`src/rtl/jfe_pkg.sv`:
```
package jfe_pkg;

   typedef enum logic [1:0] {
      TXS_IDLE = 2'd0,
      TXS_WAIT = 2'd1,
      TXS_BUSY = 2'd2
   } txs_e;

   function automatic int unsigned width_for(input int unsigned v);
      return (v < 2) ? 1 : $clog2(v + 1);
   endfunction

endpackage

```
`src/rtl/jfe_passive_timer.sv`:
```
module jfe_passive_timer
   import jfe_pkg::*;
#(
   parameter int unsigned EOD_US      = 200,
   parameter int unsigned EOF_US      = 280,
   parameter int unsigned IFS_US      = 300,
   parameter bit          PASSIVE_LVL = 1'b0
) (
   input  logic clk,
   input  logic rst_n,
   input  logic rx_i,
   input  logic us_tick_i,
   output logic late_edge_o,
   output logic ifs_ready_o,
   output logic eod_o,
   output logic eof_o,
   output logic ifs_o
);

   localparam int unsigned CNT_W = width_for(IFS_US);
   localparam logic [CNT_W-1:0] K_EOD = CNT_W'(EOD_US);
   localparam logic [CNT_W-1:0] K_EOF = CNT_W'(EOF_US);
   localparam logic [CNT_W-1:0] K_IFS = CNT_W'(IFS_US);

   logic             act;
   logic             act_q;
   logic             step;
   logic [CNT_W-1:0] cnt_q;

   // line polarity variant
   generate
      if (PASSIVE_LVL == 1'b0) begin : g_pas_low
         assign act = rx_i;
      end else begin : g_pas_high
         assign act = ~rx_i;
      end
   endgenerate

   assign step = !act && us_tick_i && (cnt_q != K_IFS);

   always_ff @(posedge clk or negedge rst_n) begin
      if (!rst_n) begin
         cnt_q <= '0;
         act_q <= 1'b0;
         eod_o <= 1'b0;
         eof_o <= 1'b0;
      end else begin
         act_q <= act;
         eod_o <= step && ((cnt_q + 1'b1) == K_EOD);
         eof_o <= step && ((cnt_q + 1'b1) == K_EOF);
         if (act) begin
            cnt_q <= '0;
         end else if (step) begin
            cnt_q <= cnt_q + 1'b1;
         end
      end
   end

   assign ifs_o       = (cnt_q == K_IFS);
   assign ifs_ready_o = ifs_o && !act;
   assign late_edge_o = act && !act_q && (cnt_q >= K_EOF);

   assert_active_clears_R1: assert property (@(posedge clk) disable iff (!rst_n)
      act |=> (cnt_q == '0));
   assert_eod_at_mark_R2: assert property (@(posedge clk) disable iff (!rst_n)
      eod_o |-> (cnt_q == K_EOD));
   assert_eof_at_mark_R3: assert property (@(posedge clk) disable iff (!rst_n)
      eof_o |-> (cnt_q == K_EOF));
   assert_gap_holds_R4: assert property (@(posedge clk) disable iff (!rst_n)
      (ifs_o && !act) |=> ifs_o);

endmodule

```
`src/rtl/jfe_grant_window.sv`:
```
module jfe_grant_window
   import jfe_pkg::*;
#(
   parameter int unsigned WIN_CLKS = 104
) (
   input  logic clk,
   input  logic rst_n,
   input  logic qual_i,
   output logic open_o
);

   generate
      if (WIN_CLKS == 0) begin : g_edge_only
         // only the edge cycle itself admits a request
         assign open_o = 1'b0;
      end else begin : g_counted
         localparam int unsigned WIN_W = width_for(WIN_CLKS);
         localparam logic [WIN_W-1:0] K_WIN = WIN_W'(WIN_CLKS);

         logic [WIN_W-1:0] age_q;

         always_ff @(posedge clk or negedge rst_n) begin
            if (!rst_n) begin
               age_q <= K_WIN;
            end else if (qual_i) begin
               age_q <= '0;
            end else if (age_q != K_WIN) begin
               age_q <= age_q + 1'b1;
            end
         end

         assign open_o = (age_q < K_WIN);

         assert_opens_after_edge_R8: assert property (@(posedge clk) disable iff (!rst_n)
            qual_i |=> open_o);
         assert_stays_closed_R8: assert property (@(posedge clk) disable iff (!rst_n)
            (!open_o && !qual_i) |=> !open_o);
      end
   endgenerate

endmodule

```
`src/rtl/jfe_tx_sched.sv`:
```
module jfe_tx_sched
   import jfe_pkg::*;
(
   input  logic clk,
   input  logic rst_n,
   input  logic tx_req_i,
   input  logic brk_i,
   input  logic eod_i,
   input  logic ifs_ready_i,
   input  logic qual_i,
   input  logic win_open_i,
   output logic tx_go_o,
   output logic tx_abort_o
);

   txs_e state_q, state_d;
   logic grant;
   logic go_d;
   logic abort_d;

   assign grant = ifs_ready_i || qual_i || win_open_i;

   always_comb begin
      state_d = state_q;
      go_d    = 1'b0;
      abort_d = 1'b0;
      unique case (state_q)
         TXS_IDLE: begin
            if (tx_req_i) begin
               if (grant) begin
                  go_d    = 1'b1;
                  state_d = TXS_BUSY;
               end else begin
                  state_d = TXS_WAIT;
               end
            end
         end
         TXS_WAIT: begin
            if (grant) begin
               go_d    = 1'b1;
               state_d = TXS_BUSY;
            end
         end
         TXS_BUSY: begin
            if (brk_i) begin
               abort_d = 1'b1;
               state_d = TXS_IDLE;
            end else if (eod_i) begin
               state_d = TXS_IDLE;
            end
         end
         default: state_d = TXS_IDLE;
      endcase
   end

   always_ff @(posedge clk or negedge rst_n) begin
      if (!rst_n) begin
         state_q    <= TXS_IDLE;
         tx_go_o    <= 1'b0;
         tx_abort_o <= 1'b0;
      end else begin
         state_q    <= state_d;
         tx_go_o    <= go_d;
         tx_abort_o <= abort_d;
      end
   end

   assert_abort_from_busy_R10: assert property (@(posedge clk) disable iff (!rst_n)
      tx_abort_o |-> $past(state_q == TXS_BUSY));
   assert_no_go_while_busy_R11: assert property (@(posedge clk) disable iff (!rst_n)
      (state_q == TXS_BUSY) |=> !tx_go_o);
   assert_go_after_grant_R5: assert property (@(posedge clk) disable iff (!rst_n)
      tx_go_o |-> $past(grant));

endmodule

```
`src/rtl/jfe_gap_timer.sv`:
```
module jfe_gap_timer
   import jfe_pkg::*;
#(
   parameter int unsigned EOD_US      = 200,
   parameter int unsigned EOF_US      = 280,
   parameter int unsigned IFS_US      = 300,
   parameter int unsigned WIN_CLKS    = 104,
   parameter bit          PASSIVE_LVL = 1'b0
) (
   input  logic clk,
   input  logic rst_n,
   input  logic rx_i,
   input  logic us_tick_i,
   input  logic tx_req_i,
   input  logic brk_i,
   output logic eod_o,
   output logic eof_o,
   output logic ifs_o,
   output logic tx_go_o,
   output logic tx_abort_o
);

   generate
      if (!(EOD_US > 0 && EOD_US < EOF_US && EOF_US < IFS_US)) begin : g_bad_marks
         $error("jfe_gap_timer: marks must satisfy 0 < EOD_US < EOF_US < IFS_US");
      end
   endgenerate

   logic late_edge;
   logic ifs_ready;
   logic win_open;

   jfe_passive_timer #(
      .EOD_US     (EOD_US),
      .EOF_US     (EOF_US),
      .IFS_US     (IFS_US),
      .PASSIVE_LVL(PASSIVE_LVL)
   ) u_timer (
      .clk        (clk),
      .rst_n      (rst_n),
      .rx_i       (rx_i),
      .us_tick_i  (us_tick_i),
      .late_edge_o(late_edge),
      .ifs_ready_o(ifs_ready),
      .eod_o      (eod_o),
      .eof_o      (eof_o),
      .ifs_o      (ifs_o)
   );

   jfe_grant_window #(
      .WIN_CLKS(WIN_CLKS)
   ) u_window (
      .clk   (clk),
      .rst_n (rst_n),
      .qual_i(late_edge),
      .open_o(win_open)
   );

   jfe_tx_sched u_sched (
      .clk        (clk),
      .rst_n      (rst_n),
      .tx_req_i   (tx_req_i),
      .brk_i      (brk_i),
      .eod_i      (eod_o),
      .ifs_ready_i(ifs_ready),
      .qual_i     (late_edge),
      .win_open_i (win_open),
      .tx_go_o    (tx_go_o),
      .tx_abort_o (tx_abort_o)
   );

   assert_pulses_exclusive_R10: assert property (@(posedge clk) disable iff (!rst_n)
      $onehot0({tx_go_o, tx_abort_o}));
   assert_late_edge_opens_R7: assert property (@(posedge clk) disable iff (!rst_n)
      late_edge |=> (win_open || WIN_CLKS == 0));

endmodule

```
`config.mk`:
```
export PLATFORM = sky130hd
export DESIGN_NAME = jfe_gap_timer
export DESIGN_NICKNAME = d
export VERILOG_FILES = /design/src/rtl/jfe_pkg.sv /design/src/rtl/jfe_passive_timer.sv /design/src/rtl/jfe_grant_window.sv /design/src/rtl/jfe_tx_sched.sv /design/src/rtl/jfe_gap_timer.sv
export SDC_FILE = /design/constraint.sdc
export NUM_CORES = 1
export LEC_CHECK = 0
export BUFFER_PORTS_ARGS = -buffer_cell sky130_fd_sc_hd__buf_2
export CORE_MARGIN = 2
export CORE_UTILIZATION = 46
export DETAILED_ROUTE_END_ITERATION = 12
export PLACE_DENSITY_LB_ADDON = 0.08
export SYNTH_ARGS = -nofsm -noshare
export SYNTH_HDL_FRONTEND = slang
export SYNTH_SLANG_ARGS = --single-unit
```
`constraint.sdc`:
```
create_clock -name clk -period 2.6 [get_ports clk]
set_input_delay 0.13 -clock clk [delete_from_list [all_inputs] [get_ports clk]]
set_output_delay 0.13 -clock clk [all_outputs]
set_load 0.03 [all_outputs]
```
Yosys cells after proc, flatten, opt, wreduce, memory -nomap -nowiden

Index checks and enable logic that the tools add are counted.
W data, S select, Z words.

Logic and storage cells: 52
Output and inout port bits: 5
Register bits: 23
Bits of input ports: 6

Order comparisons: 2
Reduce and logical (&&, ||, !) cells: 15
$add $sub $neg: 2
Muxes and demuxes: 15
Eq/ne operators: 10

Operators with widths:

| kind                  | count |
|---|---|
| $eq A9 B9 Y1 const B  | 2 |
| $mux W9               | 2 |
| $mux W7               | 2 |
| $mux W2               | 5 |
| $add A9 B1 Y9 const B | 1 |
| $eq A9 B8 Y1 const B  | 1 |
| $ge A9 B9 Y1 const B  | 1 |
| $ne A9 B9 Y1 const B  | 1 |
| $add A7 B1 Y7 const B | 1 |
| $logic_and A1 B1 Y1   | 7 |
| $lt A7 B7 Y1 const B  | 1 |
| $ne A7 B7 Y1 const B  | 1 |
| $pmux W2 S3           | 1 |
| $mux W1               | 4 |
| $reduce_bool A2 Y1    | 2 |
| $ne A3 B3 Y1 const B  | 1 |
| $reduce_and A3 Y1     | 1 |
| $eq A2 B1 Y1 const B  | 1 |
| $eq A2 B2 Y1 const B  | 1 |
| $logic_not A1 Y1      | 2 |
| $logic_not A2 Y1      | 1 |
| $logic_or A1 B1 Y1    | 2 |
| $ne A2 B1 Y1 const B  | 1 |
| $ne A2 B2 Y1 const B  | 1 |
| $pmux W1 S2           | 1 |

Depth between registers and ports, before layout

Gate-level depths: netlist of the first run.

Depth in word-level cells: 8
Gate-level depth with buffers: 6

Hierarchy

Synthesis of the first run repeated with hierarchy kept, for this count alone.

Cells, all modules: 122
Area total of the unflattened synthesis: 1232.4 um2

By module, submodules not included:

| module            | cells each | seq. area each (um2) | times used | area an instance (um2) |
|---|---|---|---|---|
| jfe_passive_timer | 74         | 300.3                | 1          | 706.9 |
| jfe_grant_window  | 37         | 178.9                | 1          | 376.6 |
| jfe_tx_sched      | 11         | 100.1                | 1          | 148.9 |

Worst setup path after synthesis of the first run

Ideal clock, no wire load.

Path kind: flip-flop to flip-flop
Start point: register u_timer.cnt_q[0]
End point: register u_timer.eod_o
Path slack: 0.851 ns
Path buffers: 0
Clock period less this slack: 1.749 ns
Arrival: 1.654 ns
Setup time: 0.095 ns
Cell stages (with the launch flop): 7
Data required time: 2.505 ns
Path through: dfrtp_1 inv_1 ha_1 nand4b_2 o21ai_4 or4b_4 nor4b_2

Word-level cells in the longest chain between the ends: 3

Ends and longest elaborated chain:

| what                                                | line                                             | source |
|---|---|---|
| from (decl)                                         | jfe_passive_timer.sv:28                          | `logic [CNT_W-1:0] cnt_q;` |
| from (signal assigned)                              | jfe_passive_timer.sv:54                          | `cnt_q <= cnt_q + 1'b1;` |
| $add A9 B1 Y9 or $ne A9 B9 Y1 (tied branches)       | jfe_passive_timer.sv:49, jfe_passive_timer.sv:39 |  |
| $eq A9 B8 Y1 or $logic_and A1 B1 Y1 (tied branches) | jfe_passive_timer.sv:49, jfe_passive_timer.sv:39 |  |
| $logic_and A1 B1 Y1 (*)                             | jfe_passive_timer.sv:49                          | `eod_o <= step && ((cnt_q + 1'b1) == K_EOD);` |
| to (signal assigned)                                | jfe_passive_timer.sv:49                          |  |
| to (decl)                                           | jfe_passive_timer.sv:15                          | `output logic eod_o,` |

Mark *: on every way between the ends. The rest lies on a longest branch, timed or not.
A chain may end at the register's enable or synchronous reset.

Worst setup path after layout of the first run

Ends and elaborated chain as after synthesis.

==> metrics.md, run 1 <==
| Metric | Value |
|---|---|
| Outcome | completed |
| Fin area | 0.00139 mm² |
| Worst r2r src | u_timer.cnt_q[0]$_DFFE_PN0P_ |
| Hold Startpoint | rx_i |
| Synthesized net count | 135 |
| #FFs+latches synth | 23 |
| Yosys top cell by area | dfrtp_1 |
| Setup Viol. Count Final | 0 |
| Initial Util | between 40% and 50% |
| Post-route setup TNS | 0 ns |
| Initial antenna violation count | 0 |
| CTS clk-pin slew, worst paths | 0.13 ns |
| Post CTS Setup Buffer Count | 0 |
| Port buffer count | 10 |
| Number of synthesized flops with an enable pin | 0 |
| Total grt overflow | 0 |
| Final Hold Viols | 0 |
| CP startpoint | u_timer.cnt_q[0]$_DFFE_PN0P_ |
| ANT nets after route | 0 |
| LEAKAGE | 0.585 nW |
| CTS tree | built |
| Post-layout minimum cycle time | 1.89 ns |
| Setup crit start kind | flip-flop |
| Die height | 57.0 µm |
| Routed WL | around 2400 µm |
| Tot GR Track Use | around 17% |
| IR drop worst, VDD | 0.261 mV |
| Clock latency on the worst-skew pair | 0.31 ns |
| Largest net degree at the start of global routing | 24 |
| Synth warnings | 0 |
| Clock sinks | 23 |
| IO Count | 11 |
| Syn_area_per_cell | approximately 10 µm² |
| Synthesized area | 0.00129 mm² |
| # diodes | 0 |
| Vias | 940 |
| Relative slew slack | between 60% and 70% |
| WL per Instance | 14.3 µm |
| Final nets | 147 |
| First-pass GRT wire length | approximately 4300 µm |
| Vias in the first global route | about 950 |
| Hold WC Path Type | in2reg |
| First-pass DRT Iterations | 4 |
| Final period utilization | between 70% and 80% |
| Worst Tran Pin Value | between 0.5 and 0.6 ns |
| Share of the synthesized area in the top cell type | 38.8% |
| Most frequent cells in the layout | dfrtp_1, nor2_1, buf_2 |
| Leading post-synthesis cells by cell area | dfrtp_1, dfstp_2, xor2_1, nor2_1, ha_1 |
| Unique masters post-synth | 43 |
| Dpl ws | 0.722 ns |
| # rows | 19 |
| Instance area at placement | 0.00135 mm² |
| Post-synthesis sequential area ratio | 44.9% |
| TritonCTS Buffers | 3 |
| Crit Path Category | reg2reg |
| Max-cap viol count | 0 |
| Worst-path maximum fanout | 8 |
| Clk buf depth | 2 |
| Ys flop type | dfrtp_1 |
| Chip Width | 57.0 µm |
| Final RePlAce weighted congestion | 0.785 |
| Area delta synth->final | 7.36% |
| Arr. time, crit path | 2.12 ns |
| Async S/R FF share, synth | between 90% and 100% |
| Drt drc | 0 |
| CTS root buf | clkbuf_4 |
| Worst setup margin | 0.715 ns |
| Slew Viols, Final | 0 |
| Layout cell share with drive strength beyond 1 | between 20 and 25% |
| Die ar. | 0.00325 mm² |
| Commonest non-fill, non-tap cell in the layout | dfrtp_1 |
| Final HPWL DP | 1710 µm |
| Highest achievable clock rate | 0.530 GHz |
| Vias/cell | approximately 5.6 |
| CTS H-tree depth | 1 |
| Required @ worst endpoint | 2.83 ns |
| PwrDens | 427 mW/mm² |
| Max Clock Skew | 0.000751 ns |
| Core footprint | 0.00271 mm² |
| Kind of end point of the critical path | flip-flop |
| Mapped Cells | 125 |
| RSZ-0062 raised after global routing | false |
| DR iter-0 viols | 25 |
## final timing paths
path	end	slack, ns	depth (start not counted)
max in group asynchronous	u_window.g_counted.age_q[3]$_DFFE_PN1P_	1.93	2
hold reg to reg	u_sched.tx_abort_o$_DFF_PN0_	0.57	1
hold / removal	u_timer.act_q$_DFF_PN0_	0.06	1
setup / recovery	u_timer.eod_o$_DFF_PN0_	0.71	6
min in group asynchronous	u_sched.tx_abort_o$_DFF_PN0_	0.30	2
setup reg to reg	u_timer.eod_o$_DFF_PN0_	0.71	6
## critical path: stages (launching register included)
cell and delay [ns]:
dfrtp_1 0.41, inv_1 0.08, ha_1 0.21, nand4b_2 0.15
o21ai_4 0.11, or4b_4 0.57, nor4b_2 0.28
## sequential cells by signal, summed over array words and instances, names as in the netlist
register	count
u_sched.tx_abort_o	1
u_window.g_counted.age_q	7
u_timer.eod_o	1
u_sched.state_q	2
u_timer.cnt_q	9
u_sched.tx_go_o	1
u_timer.act_q	1
u_timer.eof_o	1
## metal layers
metal	routed length [µm]	global-route usage [%]	vias up	part of all wire (%)
met2	1160	27.6	16	49
met3	67	2.72	7	2.8
met5	0	0	-	0
met4	55	6.98	0	2.3
li1	-	-	459	-
met1	1100	22.1	458	46
## Yosys cell counts, types with 2 or more instances
master,instances
xor2_1,9
nor4_1,2
nand3_1,8
mux2i_1,2
xnor2_1,5
dfrtp_1,20
ha_1,4
nand2_1,6
nand2b_1,2
inv_1,6
a21oi_1,3
nor3_1,4
or3_1,2
and3_1,2
dfstp_2,3
nor2_1,15
o21ai_0,5
buf_6,2
## power by group
part | leakage, nW | total (W) | internal (W) | switching [W]
Clock | 0.0177 | 0.000168 | 0.0000575 | 0.000111
Sequential | 0.293 | 0.000373 | 0.000367 | 0.00000596
Combinational | 0.275 | 0.0000499 | 0.0000181 | 0.0000318
## final cells by class
type,count,area [µm²]
Multi-Input combinational cell,91,651
Clock inverter,1,5.00
Sequential cell,23,579
Tap cell,31,38.8
Clock buffer,3,22.5
Inverter,6,22.5
Timing Repair Buffer,12,67.6
Fill cell,247,1320
## per-stage QoR
| stage | cells | total power [W] | util (%) | hold slack, ns |
|---|---|---|---|---|
| after floorplan | 125 | 0.000408 | - | -0.166 |
| after global placement | 162 | 0.000429 | 49.8 | 0.132 |
| after detailed placement | 162 | 0.000430 | 49.8 | 0.135 |
| after CTS | 167 | 0.000605 | 51.2 | 0.0494 |
| after global routing | 167 | 0.000630 | 51.2 | 0.0371 |
| final | 167 | 0.000591 | 51.2 | 0.0552 |
## repair_timing
item | CTS | global route
gates resized for setup | 0 | 0
setup endpoints to repair | 0 | 0
hold buffers | 1 | 0
hold endpoints to repair | 20 | 0
## logic make-up (layout without fill, tap and decap cells)
logic type / count (synthesis) / after routing / share of synthesized area [%]
buffers and inverters: 11 / 22 / 4.75
AO/OA/AOI/OAI: 17 / 17 / 9.01
adder cells (fa/ha/maj): 4 / 4 / 3.88
flip-flops: 23 / 23 / 44.9
XOR/XNOR: 14 / 14 / 9.50
AND/OR/NAND/NOR: 54 / 54 / 26.5
multiplexers: 2 / 2 / 1.55
No activity file was read; power rests on OpenSTA's default activity.
==> inputs of run 2 (changes only) <==
--- a/config.mk
+++ b/config.mk
@@ -5,6 +5,7 @@
 export SDC_FILE = /design/constraint.sdc
 export NUM_CORES = 1
 export LEC_CHECK = 0
+export ABC_AREA = 1
 export BUFFER_PORTS_ARGS = -buffer_cell sky130_fd_sc_hd__buf_2
 export CORE_MARGIN = 2
 export CORE_UTILIZATION = 46
==> constraint.sdc (replaced) <==
create_clock -name clk -period 1.9 [get_ports clk]
set_input_delay 0.095 -clock clk [delete_from_list [all_inputs] [get_ports clk]]
set_output_delay 0.095 -clock clk [all_outputs]
set_load 0.03 [all_outputs]
==> run 2 against run 1 <==
  * Highest routed layer unchanged
  * Design area up 3.1%
  * Power grew 99%
  * Register-to-register slack got worse by 0.32 ns
  * Clock skew increased by 0.0097 ns
==> metrics.md, run 2 <==
| Metric | Value |
|---|---|
| Outcome | completed |
| Layout cell share with drive strength beyond 1 | between 20% and 30% |
| Final nets | 185 |
| Final HPWL DP | 1820 µm |
| Number of synthesized flops with an enable pin | 0 |
| Chip Width | 57.2 µm |
| Synth Area in Compound Gates | 9.50% |
| Setup Viol. Count Final | 0 |
| #FFs+latches synth | 23 |
| Setup crit start kind | flip-flop |
| Arr. time, crit path | between 1.5 and 2 ns |
| Register with the most flip-flops | u_timer.cnt_q |
| Final Hold Viols | 0 |
| Drt drc | 0 |
| Die height | ~57 µm |
| Mapped Cells | 159 |
| Layout filler cell count | 248 |
| Clock latency on the worst-skew pair | 0.32 ns |
| Fin util | 52.3% |
| Relative slew slack | 64.9% |
| CTS root buf | clkbuf_4 |
| Leading post-synthesis cells by cell area | dfrtp_1, nand2_1, inv_1, nand3_1, dfstp_2 |
| Die ar. | between 0.003 and 0.004 mm² |
| Routed WL | 2390 µm |
| Clock sinks | 23 |
| RSZ-0062 raised after global routing | false |
| Final period utilization | around 90% |
| LEAKAGE | 0.709 nW |
| Area delta synth->final | 9.60% |
| Post-synthesis mux area share | 0% |
| First-pass DRT Iterations | 4 |
| Final RePlAce weighted congestion | 0.816 |
| Commonest non-fill, non-tap cell in the layout | nand2_1 |
| DR iter-0 viols | 24 |
| Kind of end point of the critical path | output port |
| Max-cap viol count | 0 |
| IR drop worst, VDD | 0.703 mV |
| PwrDens | between 800 and 900 mW/mm² |
| Ys flop type | dfrtp_1 |
| Vias/cell | 4.90 |
| Tot GR Track Use | 16.8% |
| Vias | 1,005 |
| Synth warnings | 0 |
| ANT nets after route | 0 |
| Port buffer count | 10 |
| Final total power | 0.00117 W |
| CTS H-tree depth | 1 |
| Worst r2r path cells | 9 |
| Synth Area in XOR/XNOR | between 2 and 2.5% |
| Vias in the first global route | 948 |
| First-pass GRT wire length | about 4300 µm |
| Synthesized area | 0.00130 mm² |
| Syn_area_per_cell | 8.20 µm² |
| Crit Path Category | reg2out |
| Post-CTS sizing | 0 |
| WL per Instance | between 10 and 15 µm |
| Synth top cells by count | nand2_1, inv_1, dfrtp_1 |
| Post-layout minimum cycle time | roughly 1.7 ns |
| Unique masters post-synth | 24 |
| Highest achievable clock rate | just under 0.6 GHz |
| IO Count | 11 |
| Clk buf depth | 2 |
| Most frequent cells in the layout | nand2_1, inv_1, dfrtp_1 |
| Largest family of logic cells by synthesized area | simple AND/OR/NAND/NOR gates |
| Required @ worst endpoint | 1.80 ns |
| Total grt overflow | 0 |
| Post-synthesis sequential area ratio | approximately 44% |
| Async S/R FF share, synth | 100% |
| Core footprint | 0.00273 mm² |
| Synthesized net count | 169 |
| Max Clock Skew | 0.0104 ns |
| Share of the synthesized area in the top cell type | 38.4% |
| Biggest registers after layout | u_timer.cnt_q (9), u_window.g_counted.age_q (7), u_sched.state_q (2) |
| Max reg flops | 9 |
| CTS clk-pin slew, worst paths | 0.14 ns |
| Initial Util | 47.7% |
| Slew Viols, Final | 0 |
| Worst-path maximum fanout | 4 |
| CTS tree | built |
| # rows | 19 |
| Area of the multi-input gates | ~600 µm² |
| Hold WC Path Type | in2reg |
| # diodes | 0 |
| Adder-Cell Fraction of Synth Area | under 10% |
| Initial antenna violation count | 0 |
| Largest net degree at the start of global routing | 24 |
| Post-route setup TNS | 0 ns |
| Post-synthesis simple-gate area fraction | 31.0% |
| Worst Tran Pin Value | 0.527 ns |
| TritonCTS Buffers | 3 |
| WHS Path Cells | 4 |
| Yosys top cell by area | dfrtp_1 |
| Count leader, synth | nand2_1 |
| Register area | 579 µm² |
-- run 2: timing repair --
item                                   in CTS  in global routing
endpoints found under the hold margin      21                  0
hold buffers                                2                  0
buffers inserted                            0                  0
-- run 2: path summary, 6_finish.rpt --
kind                                                          from                                      end  slack [ns]
min                                                          brk_i           u_sched.state_q[1]$_DFFE_PN0P_        0.02
max in group asynchronous                                    rst_n  u_window.g_counted.age_q[6]$_DFFE_PN1P_        1.27
min in group asynchronous                                    rst_n  u_window.g_counted.age_q[2]$_DFFE_PN0P_        0.27
max                                   u_timer.cnt_q[0]$_DFFE_PN0P_                                    ifs_o        0.18
max reg2reg                           u_timer.cnt_q[0]$_DFFE_PN0P_             u_timer.cnt_q[7]$_DFFE_PN0P_        0.39
min reg2reg                u_window.g_counted.age_q[6]$_DFFE_PN1P_  u_window.g_counted.age_q[6]$_DFFE_PN1P_        0.50
-- run 2: cell families (layout without fill, tap and decap cells) --
family,Yosys count,count (layout)
AND/OR/NAND/NOR,79,79
buffers and inverters,30,45
flip-flops,23,23
AO/OA/AOI/OAI,20,20
adder cells (fa/ha/maj),4,4
XOR/XNOR,3,3
-- run 2: per-layer routing --
| layer | track usage (%) | wire (µm) | vias up | share of wire, % |
|---|---|---|---|---|
| met2 | 24.5 | 1030 | 20 | 43 |
| met4 | 5.98 | 17 | 0 | 0.71 |
| met1 | 25.5 | 1270 | 448 | 53 |
| met5 | 0 | 0 | - | 0 |
| met3 | 2.72 | 73 | 2 | 3.0 |
| li1 | - | - | 535 | - |
-- run 2: power breakdown --
| group | switching, W | internal, W |
|---|---|---|
| registers | 0.0000619 | 0.000592 |
| logic | 0.000174 | 0.000115 |
| clock network | 0.000154 | 0.0000787 |
| total | 0.000390 | 0.000785 |
-- run 2: metrics by stage --
stage | setup WS [ns] | hold WS [ns] | instance area (µm²) | cells
detailed placement | 0.392 | 0.108 | 1380 | 199
global placement | 0.444 | 0.0967 | 1380 | 199
CTS | 0.167 | 0.0160 | 1430 | 205
finish | 0.176 | 0.0193 | 1430 | 205
global route | 0.0384 | 0.0305 | 1430 | 205
floorplan | 0.517 | -0.201 | 1300 | 159
-- run 2: cell type report --
class | count | share of cell area (%)
Clock buffer | 3 | 1.58
Tap cell | 31 | 2.71
Sequential cell | 23 | 40.5
Timing Repair Buffer | 12 | 4.90
Multi-Input combinational cell | 106 | 42.3
Inverter | 29 | 7.62
Clock inverter | 1 | 0.350
-- run 2: critical path, cell delays in order, from the launching register on --
cell     delay (ns)
dfrtp_1        0.43
inv_1          0.14
ha_1           0.17
nand2_1        0.06
nor3_2         0.15
nand2_2        0.12
inv_1          0.07
buf_2          0.19
